<file path="config.mk">
export PLATFORM = sky130hd
export DESIGN_NAME = fuse_ctl_top
export DESIGN_NICKNAME = d
export VERILOG_FILES = /design/src/rtl/fuse_ctl_pkg.sv /design/src/rtl/fuse_seq.sv /design/src/rtl/fuse_shadow.sv /design/src/rtl/fuse_regs.sv /design/src/rtl/fuse_ctl_top.sv
export SDC_FILE = /design/constraint.sdc
export NUM_CORES = 1
export LEC_CHECK = 0
export ABC_AREA = 1
export BUFFER_PORTS_ARGS = -buffer_cell sky130_fd_sc_hd__buf_2
export CORE_MARGIN = 3
export CORE_UTILIZATION = 40
export CTS_CLUSTER_DIAMETER = 60
export DETAILED_ROUTE_END_ITERATION = 10
export GPL_TIMING_DRIVEN = 0
export PLACE_DENSITY = 0.53
export SLEW_MARGIN = 20
export SYNTH_ARGS = -nofsm -noshare
export SYNTH_HDL_FRONTEND = slang
export SYNTH_SLANG_ARGS = --single-unit
</file>
<file path="constraint.sdc">
create_clock -name clk_i -period 3.3 [get_ports clk_i]
set_clock_uncertainty 0.05 [all_clocks]
set_input_delay 0.495 -clock clk_i [delete_from_list [all_inputs] [get_ports clk_i]]
set_output_delay 0.495 -clock clk_i [all_outputs]
set_load 0.02 [all_outputs]
</file>
<file path="src/rtl/fuse_ctl_pkg.sv">
package fuse_ctl_pkg;

  typedef enum logic [4:0] {
    ST_RD_REQ = 5'd1,
    ST_PGM_A  = 5'd2,
    ST_SN_REQ = 5'd3,
    ST_IDLE   = 5'd4,
    ST_RD_CAP = 5'd9,
    ST_PGM_B  = 5'd10,
    ST_SN_CAP = 5'd11
  } st_e;

  typedef enum logic [1:0] {
    CMD_NONE  = 2'd0,
    CMD_RD    = 2'd1,
    CMD_PGM   = 2'd2,
    CMD_SENSE = 2'd3
  } cmd_e;

  localparam int OFS_CTRL    = 0;
  localparam int OFS_FADDR   = 1;
  localparam int OFS_RDATA   = 2;
  localparam int OFS_WDATA   = 3;
  localparam int OFS_PULSE   = 4;
  localparam int OFS_PGMDIS  = 5;
  localparam int OFS_WLOCK   = 6;
  localparam int OFS_KEYLOCK = 7;

  localparam int CTRL_ST_LSB = 16;
  localparam int CTRL_ST_MSB = 20;
  localparam int CTRL_PD_BIT = 26;
  localparam int CTRL_SD_BIT = 30;

endpackage

</file>
<file path="src/rtl/fuse_seq.sv">
module fuse_seq
  import fuse_ctl_pkg::*;
#(
  parameter int FUSE_AW = 7,
  parameter int DW      = 32,
  parameter int TW      = 16,
  parameter int NSH     = 16,
  localparam int SIW    = (NSH > 1) ? $clog2(NSH) : 1
) (
  input  logic               clk_i,
  input  logic               rst_ni,
  input  logic               start_i,
  input  logic [1:0]         cmd_i,
  input  logic [FUSE_AW-1:0] addr_i,
  input  logic [DW-1:0]      wdata_i,
  input  logic [TW-1:0]      plen_i,
  output st_e                state_o,
  output logic [FUSE_AW-1:0] fuse_addr_o,
  output logic               fuse_rd_o,
  output logic               fuse_pgm_o,
  output logic [DW-1:0]      fuse_wdata_o,
  input  logic [DW-1:0]      fuse_rdata_i,
  output logic               rd_valid_o,
  output logic [DW-1:0]      rd_data_o,
  output logic               sh_we_o,
  output logic [SIW-1:0]     sh_idx_o,
  output logic [DW-1:0]      sh_data_o,
  output logic               sense_done_o
);

  st_e                st_q;
  logic [FUSE_AW-1:0] addr_q;
  logic [DW-1:0]      data_q;
  logic [TW-1:0]      cnt_q, plen_q;
  logic [SIW-1:0]     idx_q;
  logic               last_idx;

  assign last_idx = (idx_q == SIW'(NSH - 1));

  always_ff @(posedge clk_i or negedge rst_ni) begin
    if (!rst_ni) begin
      st_q   <= ST_IDLE;
      addr_q <= '0;
      data_q <= '0;
      cnt_q  <= '0;
      plen_q <= '0;
      idx_q  <= '0;
    end else begin
      case (st_q)
        ST_IDLE: if (start_i) begin
          addr_q <= addr_i;
          data_q <= wdata_i;
          plen_q <= plen_i;
          cnt_q  <= (plen_i == '0) ? '0 : plen_i - TW'(1);
          idx_q  <= '0;
          case (cmd_e'(cmd_i))
            CMD_RD:    st_q <= ST_RD_REQ;
            CMD_PGM:   st_q <= ST_PGM_A;
            CMD_SENSE: st_q <= ST_SN_REQ;
            default:   st_q <= ST_IDLE;
          endcase
        end
        ST_RD_REQ: st_q <= ST_RD_CAP;
        ST_RD_CAP: st_q <= ST_IDLE;
        ST_PGM_A: begin
          if (cnt_q == '0) begin
            st_q  <= ST_PGM_B;
            cnt_q <= (plen_q == '0) ? '0 : plen_q - TW'(1);
          end else begin
            cnt_q <= cnt_q - TW'(1);
          end
        end
        ST_PGM_B: begin
          if (cnt_q == '0) st_q <= ST_IDLE;
          else             cnt_q <= cnt_q - TW'(1);
        end
        ST_SN_REQ: st_q <= ST_SN_CAP;
        ST_SN_CAP: begin
          if (last_idx) st_q <= ST_IDLE;
          else begin
            idx_q <= idx_q + SIW'(1);
            st_q  <= ST_SN_REQ;
          end
        end
        default: st_q <= ST_IDLE;
      endcase
    end
  end

  always_comb begin
    fuse_addr_o = addr_q;
    if (st_q == ST_SN_REQ) fuse_addr_o = FUSE_AW'(idx_q);
    else if (st_q == ST_PGM_B) fuse_addr_o = addr_q + FUSE_AW'(1);
  end

  assign state_o      = st_q;
  assign fuse_rd_o    = (st_q == ST_RD_REQ) || (st_q == ST_SN_REQ);
  assign fuse_pgm_o   = (st_q == ST_PGM_A) || (st_q == ST_PGM_B);
  assign fuse_wdata_o = data_q;
  assign rd_valid_o   = (st_q == ST_RD_CAP);
  assign rd_data_o    = fuse_rdata_i;
  assign sh_we_o      = (st_q == ST_SN_CAP);
  assign sh_idx_o     = idx_q;
  assign sh_data_o    = fuse_rdata_i;
  assign sense_done_o = (st_q == ST_SN_CAP) && last_idx;

  AST_BURN_PAIR: assert property (@(posedge clk_i) disable iff (!rst_ni)
    (fuse_pgm_o && $past(fuse_pgm_o) && (fuse_addr_o != $past(fuse_addr_o)))
      |-> (fuse_addr_o == $past(fuse_addr_o) + FUSE_AW'(1)));

  AST_SENSE_ORDER: assert property (@(posedge clk_i) disable iff (!rst_ni)
    (sh_we_o && !$past(st_q == ST_SN_REQ)) |-> 1'b0);

endmodule

</file>
<file path="src/rtl/fuse_shadow.sv">
module fuse_shadow #(
  parameter int NSH  = 16,
  parameter int DW   = 32,
  localparam int SIW = (NSH > 1) ? $clog2(NSH) : 1
) (
  input  logic           clk_i,
  input  logic           rst_ni,
  input  logic           we_i,
  input  logic [SIW-1:0] widx_i,
  input  logic [DW-1:0]  wdata_i,
  input  logic [SIW-1:0] ridx_i,
  output logic [DW-1:0]  rdata_o
);

  logic [DW-1:0] mem_q [NSH];

  for (genvar i = 0; i < NSH; i++) begin : g_word
    always_ff @(posedge clk_i or negedge rst_ni) begin
      if (!rst_ni)                              mem_q[i] <= '0;
      else if (we_i && (widx_i == SIW'(i)))     mem_q[i] <= wdata_i;
    end
  end

  assign rdata_o = mem_q[ridx_i];

endmodule

</file>
<file path="src/rtl/fuse_regs.sv">
module fuse_regs
  import fuse_ctl_pkg::*;
#(
  parameter int AW      = 8,
  parameter int DW      = 32,
  parameter int FUSE_AW = 7,
  parameter int TW      = 16,
  parameter int NSH     = 16,
  parameter int SH_OFS  = 64,
  parameter int KEY_LO  = 8,
  parameter int KEY_HI  = 11,
  localparam int SIW    = (NSH > 1) ? $clog2(NSH) : 1
) (
  input  logic               clk_i,
  input  logic               rst_ni,
  input  logic               req_i,
  input  logic               we_i,
  input  logic [AW-1:0]      addr_i,
  input  logic [DW-1:0]      wdata_i,
  output logic [DW-1:0]      rdata_o,
  input  st_e                state_i,
  input  logic               rd_valid_i,
  input  logic [DW-1:0]      rd_data_i,
  input  logic               sense_done_i,
  input  logic [DW-1:0]      sh_rdata_i,
  output logic [SIW-1:0]     sh_ridx_o,
  output logic               start_o,
  output logic [1:0]         cmd_o,
  output logic [FUSE_AW-1:0] faddr_o,
  output logic [DW-1:0]      fwdata_o,
  output logic [TW-1:0]      plen_o,
  output logic               pd_o,
  output logic               pgm_dis_o
);

  logic               wr, ctrl_wr, new_pd, allow;
  logic               pd_q, sd_q, pgm_dis_q, wlock_q, key_q;
  logic [FUSE_AW-1:0] fa_q;
  logic [DW-1:0]      wd_q, rd_q;
  logic [TW-1:0]      plen_q;
  logic [AW-1:0]      sh_off;
  logic               in_sh, is_key;
  cmd_e               cmd;

  assign wr      = req_i && we_i && !wlock_q;
  assign ctrl_wr = wr && (addr_i == AW'(OFS_CTRL));
  assign cmd     = cmd_e'(wdata_i[1:0]);
  assign new_pd  = wdata_i[CTRL_PD_BIT];

  always_comb begin
    case (cmd)
      CMD_RD:    allow = !new_pd;
      CMD_PGM:   allow = !new_pd && !pgm_dis_q;
      CMD_SENSE: allow = 1'b1;
      default:   allow = 1'b0;
    endcase
  end

  assign start_o = ctrl_wr && allow && (state_i == ST_IDLE);
  assign cmd_o   = wdata_i[1:0];

  always_ff @(posedge clk_i or negedge rst_ni) begin
    if (!rst_ni) begin
      pd_q      <= 1'b1;
      sd_q      <= 1'b0;
      pgm_dis_q <= 1'b0;
      wlock_q   <= 1'b0;
      key_q     <= 1'b0;
      fa_q      <= '0;
      wd_q      <= '0;
      rd_q      <= '0;
      plen_q    <= '0;
    end else begin
      if (ctrl_wr) pd_q <= new_pd;
      if (start_o && (cmd == CMD_SENSE)) sd_q <= 1'b0;
      else if (sense_done_i)             sd_q <= 1'b1;
      if (rd_valid_i) rd_q <= rd_data_i;
      if (wr) begin
        case (addr_i)
          AW'(OFS_FADDR):   fa_q   <= wdata_i[FUSE_AW-1:0];
          AW'(OFS_WDATA):   wd_q   <= wdata_i;
          AW'(OFS_PULSE):   plen_q <= wdata_i[TW-1:0];
          AW'(OFS_PGMDIS):  pgm_dis_q <= pgm_dis_q | wdata_i[0];
          AW'(OFS_WLOCK):   wlock_q   <= wlock_q | wdata_i[0];
          AW'(OFS_KEYLOCK): key_q     <= key_q | wdata_i[0];
          default: ;
        endcase
      end
    end
  end

  assign sh_off    = addr_i - AW'(SH_OFS);
  assign sh_ridx_o = sh_off[SIW-1:0];
  assign in_sh     = (addr_i >= AW'(SH_OFS)) && (addr_i < AW'(SH_OFS + NSH));
  assign is_key    = (int'(sh_ridx_o) >= KEY_LO) && (int'(sh_ridx_o) <= KEY_HI);

  always_comb begin
    rdata_o = '0;
    if (in_sh) begin
      rdata_o = (key_q && is_key) ? '1 : sh_rdata_i;
    end else begin
      case (addr_i)
        AW'(OFS_CTRL): begin
          rdata_o[CTRL_ST_MSB:CTRL_ST_LSB] = state_i;
          rdata_o[CTRL_PD_BIT] = pd_q;
          rdata_o[CTRL_SD_BIT] = sd_q;
        end
        AW'(OFS_FADDR):   rdata_o = DW'(fa_q);
        AW'(OFS_RDATA):   rdata_o = rd_q;
        AW'(OFS_WDATA):   rdata_o = wd_q;
        AW'(OFS_PULSE):   rdata_o = DW'(plen_q);
        AW'(OFS_PGMDIS):  rdata_o = DW'(pgm_dis_q);
        AW'(OFS_WLOCK):   rdata_o = DW'(wlock_q);
        AW'(OFS_KEYLOCK): rdata_o = DW'(key_q);
        default: ;
      endcase
    end
  end

  assign faddr_o   = fa_q;
  assign fwdata_o  = wd_q;
  assign plen_o    = plen_q;
  assign pd_o      = pd_q;
  assign pgm_dis_o = pgm_dis_q;

  AST_PGMDIS_STICKY: assert property (@(posedge clk_i) disable iff (!rst_ni)
    $past(pgm_dis_q) |-> pgm_dis_q);

  AST_WLOCK_STICKY: assert property (@(posedge clk_i) disable iff (!rst_ni)
    $past(wlock_q) |-> wlock_q);

  AST_LOCK_FREEZE: assert property (@(posedge clk_i) disable iff (!rst_ni)
    $past(wlock_q) |-> ($stable(fa_q) && $stable(wd_q) && $stable(plen_q) && $stable(pd_q)));

  AST_KEYLOCK_STICKY: assert property (@(posedge clk_i) disable iff (!rst_ni)
    $past(key_q) |-> key_q);

  AST_SENSE_DONE_IDLE: assert property (@(posedge clk_i) disable iff (!rst_ni)
    $rose(sd_q) |-> (state_i == ST_IDLE));

endmodule

</file>
<file path="src/rtl/fuse_ctl_top.sv">
module fuse_ctl_top
  import fuse_ctl_pkg::*;
#(
  parameter int ADDR_W     = 8,
  parameter int DATA_W     = 32,
  parameter int FUSE_AW    = 7,
  parameter int TIME_W     = 16,
  parameter int NUM_SHADOW = 16,
  parameter int SHADOW_OFS = 64,
  parameter int KEY_FIRST  = 8,
  parameter int KEY_LAST   = 11
) (
  input  logic               clk_i,
  input  logic               rst_ni,
  input  logic               req_i,
  input  logic               we_i,
  input  logic [ADDR_W-1:0]  addr_i,
  input  logic [DATA_W-1:0]  wdata_i,
  output logic [DATA_W-1:0]  rdata_o,
  output logic [FUSE_AW-1:0] fuse_addr_o,
  output logic               fuse_rd_o,
  output logic               fuse_pgm_o,
  output logic [DATA_W-1:0]  fuse_wdata_o,
  input  logic [DATA_W-1:0]  fuse_rdata_i
);

  localparam int SIW = (NUM_SHADOW > 1) ? $clog2(NUM_SHADOW) : 1;

  st_e                st;
  logic               start, rd_valid, sh_we, sense_done, pd, pgm_dis;
  logic [1:0]         cmd;
  logic [FUSE_AW-1:0] faddr;
  logic [DATA_W-1:0]  fwdata, rd_data, sh_wdata, sh_rdata;
  logic [TIME_W-1:0]  plen;
  logic [SIW-1:0]     sh_widx, sh_ridx;

  fuse_regs #(
    .AW(ADDR_W), .DW(DATA_W), .FUSE_AW(FUSE_AW), .TW(TIME_W), .NSH(NUM_SHADOW),
    .SH_OFS(SHADOW_OFS), .KEY_LO(KEY_FIRST), .KEY_HI(KEY_LAST)
  ) u_regs (
    .clk_i, .rst_ni, .req_i, .we_i, .addr_i, .wdata_i, .rdata_o,
    .state_i(st), .rd_valid_i(rd_valid), .rd_data_i(rd_data),
    .sense_done_i(sense_done), .sh_rdata_i(sh_rdata), .sh_ridx_o(sh_ridx),
    .start_o(start), .cmd_o(cmd), .faddr_o(faddr), .fwdata_o(fwdata),
    .plen_o(plen), .pd_o(pd), .pgm_dis_o(pgm_dis)
  );

  fuse_seq #(
    .FUSE_AW(FUSE_AW), .DW(DATA_W), .TW(TIME_W), .NSH(NUM_SHADOW)
  ) u_seq (
    .clk_i, .rst_ni, .start_i(start), .cmd_i(cmd), .addr_i(faddr),
    .wdata_i(fwdata), .plen_i(plen), .state_o(st),
    .fuse_addr_o, .fuse_rd_o, .fuse_pgm_o, .fuse_wdata_o, .fuse_rdata_i,
    .rd_valid_o(rd_valid), .rd_data_o(rd_data),
    .sh_we_o(sh_we), .sh_idx_o(sh_widx), .sh_data_o(sh_wdata),
    .sense_done_o(sense_done)
  );

  fuse_shadow #(.NSH(NUM_SHADOW), .DW(DATA_W)) u_shadow (
    .clk_i, .rst_ni, .we_i(sh_we), .widx_i(sh_widx), .wdata_i(sh_wdata),
    .ridx_i(sh_ridx), .rdata_o(sh_rdata)
  );

  AST_RD_PD_GATE: assert property (@(posedge clk_i) disable iff (!rst_ni)
    (st == ST_RD_REQ) |-> !pd);

  AST_PGM_PD_GATE: assert property (@(posedge clk_i) disable iff (!rst_ni)
    (fuse_pgm_o && !$past(fuse_pgm_o)) |-> !pd);

  AST_PGM_DIS_GATE: assert property (@(posedge clk_i) disable iff (!rst_ni)
    (fuse_pgm_o && !$past(fuse_pgm_o)) |-> !pgm_dis);

  AST_STROBE_EXCL: assert property (@(posedge clk_i) disable iff (!rst_ni)
    !(fuse_pgm_o && fuse_rd_o));

endmodule

</file>
### After elaboration in Yosys (flattened, before gate mapping)

Cells that the tools add are included.

| storage, ports and cells | value |
|---|---|
| register bits after elaboration | 684 |
| input bits | 76 |
| output and inout port bits | 73 |

| operators by class | value |
|---|---|
| add/subtract/negate cells | 6 |
| $lt $le $gt $ge | 5 |
| equality and inequality tests | 37 |
| mux-type cells | 32 |
| bitwise logic cells | 4 |
| reductions and logical operators | 49 |

Operators by type and width:

| cell | count |
|---|---|
| $bmux W32 S4 | 1 |
| $mux W32 | 4 |
| $pmux W16 S7 | 1 |
| $mux W16 | 5 |
| $logic_not A16 Y1 | 3 |
| $pmux W16 S3 | 1 |
| $sub A16 B1 Y16 const B | 3 |
| $eq A4 B4 Y1 const B | 8 |
| $eq A8 B3 Y1 const B | 4 |
| $pmux W5 S6 | 1 |
| $logic_and A1 B1 Y1 | 26 |
| $eq A4 B3 Y1 const B | 4 |
| $eq A8 B2 Y1 const B | 2 |
| $eq A5 B4 Y1 const B | 3 |
| $mux W5 | 3 |
| $pmux W5 S3 | 1 |
| $mux W7 | 2 |
| $reduce_and A2 Y1 | 7 |
| $eq A5 B2 Y1 const B | 2 |
| $pmux W5 S2 | 1 |
| $pmux W1 S3 | 3 |
| $pmux W3 S3 | 1 |
| $reduce_and A3 Y1 | 3 |
| $eq A4 B2 Y1 const B | 2 |
| 30 further kinds | 42 |

### Longest topological paths before layout

Gate-level depths: netlist (run 1).

| logic depth | value |
|---|---|
| word-level depth | 7 |
| mapped depth | 14 |

### Modules after synthesis

Synthesis (run 1) repeated with hierarchy kept, for this count alone.

| second synthesis, totals | value |
|---|---|
| cell total of the unflattened synthesis | 4652 |
| area, all modules | 35088.7 um^2 |

By module, submodules not included:

| module | instances | cells each | area each (um^2) |
|---|---|---|---|
| fuse_shadow | 1 | 3246 | 24786.3 |
| fuse_seq | 1 | 841 | 5666.7 |
| fuse_regs | 1 | 565 | 4635.7 |

### Worst setup path before layout (run 1)

OpenSTA, ideal clock, no wires.

| timing path | value |
|---|---|
| path type | input to output |
| start point | input port addr_i[7] |
| end point | output port rdata_o[20] |
| data arrival time | 1.812 ns |
| required time | 2.755 ns |
| setup slack | 0.943 ns |
| cell stages on the path | 8 |
| path through | nor2_1 -> nand3_2 -> nor2_1 -> nand2_1 -> inv_2 -> clkbuf_1 -> a21oi_1 -> a31oi_1 |

| between the ends | value |
|---|---|
| word-level cells in the longest chain between the ends | 3 |
| elaborated cells between the ends (all ways) | 8 |
| those cells by class | order compare (2); eq/ne (2); mux (2); reduce/logical (2) |

RTL lines:

| item | line | RTL |
|---|---|---|
| start: declaration | fuse_ctl_top.sv:17 | `input logic [ADDR_W-1:0] addr_i,` |
| $ge A8 B7 Y1, or another cell as far along | fuse_regs.sv:94 | `assign in_sh = (addr_i >= AW'(SH_OFS)) && (addr_i < AW'(SH_OFS + NSH));` |
| $logic_and A1 B1 Y1 or $pmux W5 S3 (tied branches) | fuse_regs.sv:94, fuse_regs.sv:102 |  |
| $mux W32 (*) | fuse_regs.sv:99 | `if (in_sh) begin` |
| end: declaration | fuse_ctl_top.sv:19 | `output logic [DATA_W-1:0] rdata_o,` |

Mark *: on every way between the ends. The rest lies on a longest branch, timed or not.

### Worst setup path in the final report (run 1)

| timing path | value |
|---|---|
| start point | register u_regs.key_q |
| end point | output port rdata_o[12] |

| between the ends | value |
|---|---|
| word-level cells in the longest chain between the ends | 3 |

RTL lines:

| item | line | RTL |
|---|---|---|
| start: declaration | fuse_regs.sv:37 | `logic pd_q, sd_q, pgm_dis_q, wlock_q, key_q;` |
| start signal: assignment | fuse_regs.sv:85 | `AW'(OFS_KEYLOCK): key_q <= key_q \| wdata_i[0];` |
| $logic_and A1 B1 Y1 | fuse_regs.sv:100 | `rdata_o = (key_q && is_key) ? '1 : sh_rdata_i;` |
| $mux W32 | fuse_regs.sv:100 |  |
| $mux W32 | fuse_regs.sv:99 |  |

No other way between the ends.

==> metrics.cfg, run 1 <==
[drt]
routed_wl_mm=126
drtIter0Drc=2995
postRouteAntennaNets=0
drt_first_pass_iters=6
routed_via_density=5.60
vias=28200
drc=0
wire_per_inst_um=24.9

[setup_path]
cp-end-kind=output port
crit_type=reg -> out
reg2regPathDepth=6
startpoint_type=flip-flop
worstPathRequired_ps=2750
crit_start=u_regs.key_q$_DFFE_PN0P_
cp_max_fo=10
r2r-start=u_seq.sh_idx_o[1]$_DFFE_PN0P_
arrival_ps=2820

[clocking]
cts_sinks=683
clock_insertion_delay_worst_skew_ps=640
cts-root-buf=clkbuf_16
clkTransAtPathRegs_ps=60
h-tree-depth=3
cts_tree=built
cts.path.max_buffers=3
cts_buffers=83

[die]
rows=102
ios=149
die_area_um2=81700
core_area_um2=77500
initial_core_util_pct=40.5
chipWidth_um=286
die_h_um=286

[global_routing]
grt_pass1_vias=27800
antenna_found_initial=6
grt_pass1_wl_mm=186
grt-ovfl-total=0
grt_max_degree=92
grt.total_usage_pct=30.6

[synthesis]
avgSynthCellArea_um2=8.48
yosysSeqAreaShare_pct=54.5
synth.most_common_cell=nand2_1
ys_ff_latch=683
ys.warnings.count=0
synth.distinct_cells=49
yosys-top-cells-area=dfrtp_1, nand2_1, o21ai_0
ys.flop_type=dfrtp_1
synth_area_um2=31300
netlist.area_leader.share_pct=54.4
yosysTopAreaCell=dfrtp_1
synth_edf_count=0
syn-num-nets=3781
yosys-top-cells-count=nand2_1, dfrtp_1, o21ai_0
async_reset_ff_share_pct=100
syn_inst=3695

[power]
power.leakage_nw=18.0
p_total_mw=21.6
peakVddDrop_uv=350
power_density_nw_per_um2=590

[sta]
setup_violations=2
clock.fmax_ghz=0.297
rsz0062_at_grt=yes
setup_slack_ps=-62.5
report.final.slew_viol_count=0
slew_headroom_pct=29.5
period_needed_ps=3360
finalHoldViolCount=0
worst_pin_slew_ps=1060
post-route-period-util_pct=102

[placement]
dp_hpwl_mm=91.3
io_buffers=148
gp_congestion=0.942
place_inst=4892

[min_path]
whs_path_depth=2
hp-class=in -> reg
holdCritStartpoint=wdata_i[29]

[outcome]
violations=setup timing
outcome=finished with violations

[layout]
fin_nets=4024
postLayoutCoreUtil_pct=47.3
drive_gt1_share_pct=12.9
syn_to_final_growth_pct=16.9
fin_cells=5045

[run]
cap_violations=0

-- cell families (layout without fill, tap and decap cells) --
logic type      count (synthesis)  in the layout  synth area share [%]
compound gates               1006           1006                  18.1
simple gates                 1539           1539                  20.3
other cells                     0              3                     0
flops                         683            683                  54.5
mux                            15             15                 0.539
xor+xnor                       17             17                 0.475
buf+inv                       425            732                  5.65
fa+ha+maj                      10             10                 0.399
-- worst max-delay path, cell delays in order (launching register included) --
cell,delay (ps)
dfrtp_1,480
clkbuf_2,380
nand2_1,380
nand2_1,90
o21ai_1,430
nand2_1,210
buf_2,210
-- worst paths after layout --
kind	to	slack, ps
min in group asynchronous	u_shadow.mem_q[485]$_DFFE_PN0P_	340
hold / removal	u_regs.fwdata_o[29]$_DFFE_PN0P_	30
setup reg to reg	u_shadow.mem_q[467]$_DFFE_PN0P_	920
max in group asynchronous	u_shadow.mem_q[155]$_DFFE_PN0P_	800
hold reg to reg	u_seq.fuse_wdata_o[23]$_DFFE_PN0P_	410
setup / recovery	rdata_o[12]	-60
-- where the power goes --
part	leakage, nW	internal, mW	switching (mW)	total [mW]
sequential	6.59	8.81	0.352	9.17
clock	1.37	5.56	3.81	9.38
combinational	10.0	0.927	2.13	3.06
-- layer usage --
layer  up-vias  part of all wire [%]  wire length, um  GRT usage [%]
met1     13900                    42            53000           41.6
met5         -                 0.028               35              0
li1      12800                     -                -              -
met4         6                   4.5             5620           12.7
met2      1150                    46            57300           48.2
met3       290                   7.8             9810           5.78
-- state kept, by name (all words and copies together), names as in the netlist --
register	count
u_regs.faddr_o	7
u_regs.fwdata_o	32
u_regs.key_q	1
u_regs.pd_o	1
u_regs.pgm_dis_o	1
u_regs.plen_o	16
u_regs.rd_q	32
u_regs.sd_q	1
u_regs.wlock_q	1
u_seq.addr_q	7
u_seq.cnt_q	16
u_seq.fuse_wdata_o	32
u_seq.plen_q	16
u_seq.sh_idx_o	4
u_seq.state_o	4
u_shadow.mem_q	512
-- cells in the final DEF, fill, tap and decap left out, types with 14 or more instances in the layout --
master / count
a21oi_1: 75
a22oi_1: 218
buf_2: 245
clkbuf_1: 119
clkbuf_16: 86
clkbuf_2: 21
clkbuf_8: 24
dfrtp_1: 681
inv_1: 167
nand2_1: 1234
nand3_1: 77
nand4_1: 35
nor2_1: 134
o21ai_0: 378
o21ai_1: 295
xor2_1: 14
-- repair_timing --
action,4_1_cts,5_1_grt
buffers inserted,2,0
hold endpoints to repair,47,0
endpoints found under the setup margin,33,30
pin swaps,2,0
hold buffers,1,0
gates resized for setup,35,37
-- through the flow --
stage                     setup TNS, ps  instance area [um2]  hold WS (ps)  worst slack (ps)
after floorplan                       0                31300           149               943
final                              -118                36600          34.3             -62.5
after detailed placement          -8740                33600           397              -609
after global routing              -72.1                36600          24.6             -72.1
after global placement         -9286920                33400           404            -13710
after CTS                             0                36500          4.86              11.0
-- area by class of cell --
class / count / area (um2)
Fill cell: 7765 / 40800
Sequential cell: 683 / 17100
Multi-Input combinational cell: 2587 / 12600
Clock buffer: 123 / 2530
Tap cell: 1040 / 1300
Buffer: 245 / 1150
Timing Repair Buffer: 160 / 1020
Inverter: 178 / 674
Clock inverter: 26 / 273
Antenna cell: 3 / 7.51
(Power assumes the default switching activity.)
==> run 2: changes to the inputs <==
- ABC_AREA: 1 -> 0
- CAP_MARGIN: not set -> 5
==> run 2 against run 1 <==
The flow now finishes without violations. Sequential power is 2.5% lower. Global-route usage is 6.8 points lower. Sequential cell count stayed put. First-iteration DRC count is 53% lower. Maximum frequency is 2.8% higher. Setup slack better by 93 ps. Hold slack better by 23 ps. Register-to-register slack worse by 550 ps. Synthesized cell count is 40% lower. Power is 5.6% lower. Design area is 2.0% higher. Non-clock buffer count is 72 lower. Critical endpoint is now rdata_o[16]. Largest cell class unchanged. Largest power group unchanged.
==> metrics.cfg, run 2 <==
[placement]
gp_congestion=0.855
dpl_cell_area_um2=34200
place_inst=3401
post-place-ws_ps=-960
dp_hpwl_mm=69.0
io_buffers=145

[global_routing]
grt_pass1_vias=21500
grt-ovfl-total=0
gr-usage-met2_pct=38.4
use_met3_pct=4.21
met1_usage_pct=33.1
antenna_found_initial=6
grt.total_usage_pct=23.8
grt_max_degree=101
grt_pass1_wl_mm=145
grt_busiest_layer=met2

[drt]
drt_first_pass_iters=5
routed_via_density=5.73
vias=20400
drtIter0Drc=1393
drc=0
wire_per_inst_um=27.6
postRouteAntennaNets=0
routed_wl_mm=97.9

[run]
cap_violations=0

[layout]
regMostFlops=u_shadow.mem_q
multiInputGateArea_um2=14000
fill_cells=6869
final_common_cell=dfrtp_1
drive_gt1_share_pct=48.8
fin_cells=3553
largest_register_ffs=512
register_area_um2=17100
mostFrequentLayoutCells=dfrtp_1, mux2_2, buf_2
fin_nets=2536
finalInstanceArea_um2=37400
syn_to_final_growth_pct=17.1

[sta]
setup_slack_ps=30.6
finalHoldViolCount=0
report.final.slew_viol_count=0
clock.fmax_ghz=0.306
period_needed_ps=3270
worst_pin_slew_ps=1130
setup_violations=0
post-route-period-util_pct=99.1
slew_headroom_pct=24.4

[synthesis]
yosysTopAreaCell=dfrtp_1
ys.flop_type=dfrtp_1
synth_area_um2=31900
synth.most_common_cell=dfrtp_1
syn_inst=2208
async_reset_ff_share_pct=100
ys_ff_latch=683
yosysSeqAreaShare_pct=53.5
synth_edf_count=0
yosys-top-cells-count=dfrtp_1, mux2_2, mux4_2
yosys-top-cells-area=dfrtp_1, mux2_2, mux4_2
netlist.area_leader.share_pct=53.4
synth.distinct_cells=74
avgSynthCellArea_um2=14.5
ys.warnings.count=0
syn-num-nets=2294

[setup_path]
crit_buf_inv=5
critPathSlowestCell=a21oi_1
cp-end-kind=output port
worstPathRequired_ps=2750
slowest_delay_ps=330
crit_type=in -> out
crit_chain=buf_2 -> nor4_4 -> buf_4 -> and2b_1 -> nand2b_4 -> nor3_4 -> buf_4 -> clkbuf_8 -> nand2_1 -> a21oi_1 -> buf_2
cp_max_fo=10
cpLargestDelayFamily=buffers and inverters
startpoint_type=input pin
arrival_ps=2720
path_depth=11
r2r_setup_slack_ps=370
reg2regPathDepth=5

[die]
die_area_um2=83200
rows=102
ios=149
chipWidth_um=289
core_area_um2=78200
die_h_um=289
initial_core_util_pct=40.8

[clocking]
cts_tree=built
h-tree-depth=3
cts_buffers=82
clock_insertion_delay_worst_skew_ps=630
cts_sinks=683
cts-root-buf=clkbuf_16
cts.path.max_buffers=3
clkTransAtPathRegs_ps=60

[power]
p_total_mw=20.4
power_density_nw_per_um2=545
power.leakage_nw=16.7
peakVddDrop_uv=388

[outcome]
outcome=finished clean

[min_path]
whs_path_depth=2
hp-class=in -> reg

-- run 2: changes by cell type after synthesis, sizes merged, moves of 143 or more --
| cell | change |
|---|---|
| nand2 | -1169 |
| mux2 | +652 |
| o21ai | -606 |
| a22oi | -202 |
| inv | -160 |
| mux4 | +143 |
-- run 2: area by class of cell --
class | count | area share [%]
Sequential cell | 683 | 45.7
Multi-Input combinational cell | 1333 | 37.6
Clock buffer | 110 | 6.38
Tap cell | 1040 | 3.48
Timing Repair Buffer | 161 | 2.74
Buffer | 172 | 2.64
Clock inverter | 35 | 1.27
Inverter | 17 | 0.171
Antenna cell | 2 | 0.0134
-- run 2: timing repair --
| item | CTS | global route |
|---|---|---|
| endpoints found under the hold margin | 56 | 0 |
| resized for setup | 76 | 26 |
| endpoints found under the setup margin | 40 | 26 |
| setup buffers | 5 | 2 |
| hold buffers | 1 | 0 |
| pin swaps | 3 | 6 |
-- run 2: worst paths after layout --
kind | startpoint | end
min in group asynchronous | rst_ni | u_seq.fuse_wdata_o[5]$_DFFE_PN0P_
max in group asynchronous | rst_ni | u_shadow.mem_q[49]$_DFFE_PN0P_
setup reg to reg | u_seq.state_o[0]$_DFFE_PN0P_ | u_regs.rd_q[27]$_DFFE_PN0N_
hold / removal | wdata_i[25] | u_regs.fwdata_o[25]$_DFFE_PN0P_
hold reg to reg | u_shadow.mem_q[475]$_DFFE_PN0P_ | u_shadow.mem_q[475]$_DFFE_PN0P_
setup / recovery | addr_i[6] | rdata_o[16]
-- run 2: power by group --
group / leakage (nW) / total, mW / internal [mW] / switching (mW)
Clock: 1.42 / 9.56 / 5.92 / 3.64
Combinational: 6.63 / 1.88 / 0.794 / 1.09
Sequential: 8.66 / 8.94 / 8.72 / 0.224
-- run 2: worst reg2reg max path, cell delays in order, from the launching register on --
cell	delay, ps
dfrtp_1	380
buf_2	300
nand2_1	80
nor2_1	670
clkbuf_1	910
mux2_2	430
-- run 2: cells by family after synthesis --
group / after synthesis / share of synthesized area, %
multiplexers: 814 / 33.7
flip-flops: 683 / 53.5
AND/OR/NAND/NOR: 272 / 4.58
AO/OA/AOI/OAI: 207 / 4.15
buffers and inverters: 192 / 2.78
XOR/XNOR: 30 / 0.823
adder cells (fa/ha/maj): 10 / 0.392
-- run 2: stage by stage --
step	hold slack (ps)	utilization (%)	setup TNS (ps)
after floorplan	149	-	0
after global placement	414	43.4	-8421440
after detailed placement	414	43.7	-23760
after CTS	21.1	47.7	0
after global routing	28.8	47.8	-13.2
final	57.5	47.8	0
-- run 2: routing by layer --
metal / part of all wire, % / wire (um)
met1: 45 / 43700
met4: 2.8 / 2750
met5: 0.035 / 34
met3: 5.1 / 4960
met2: 47 / 46400
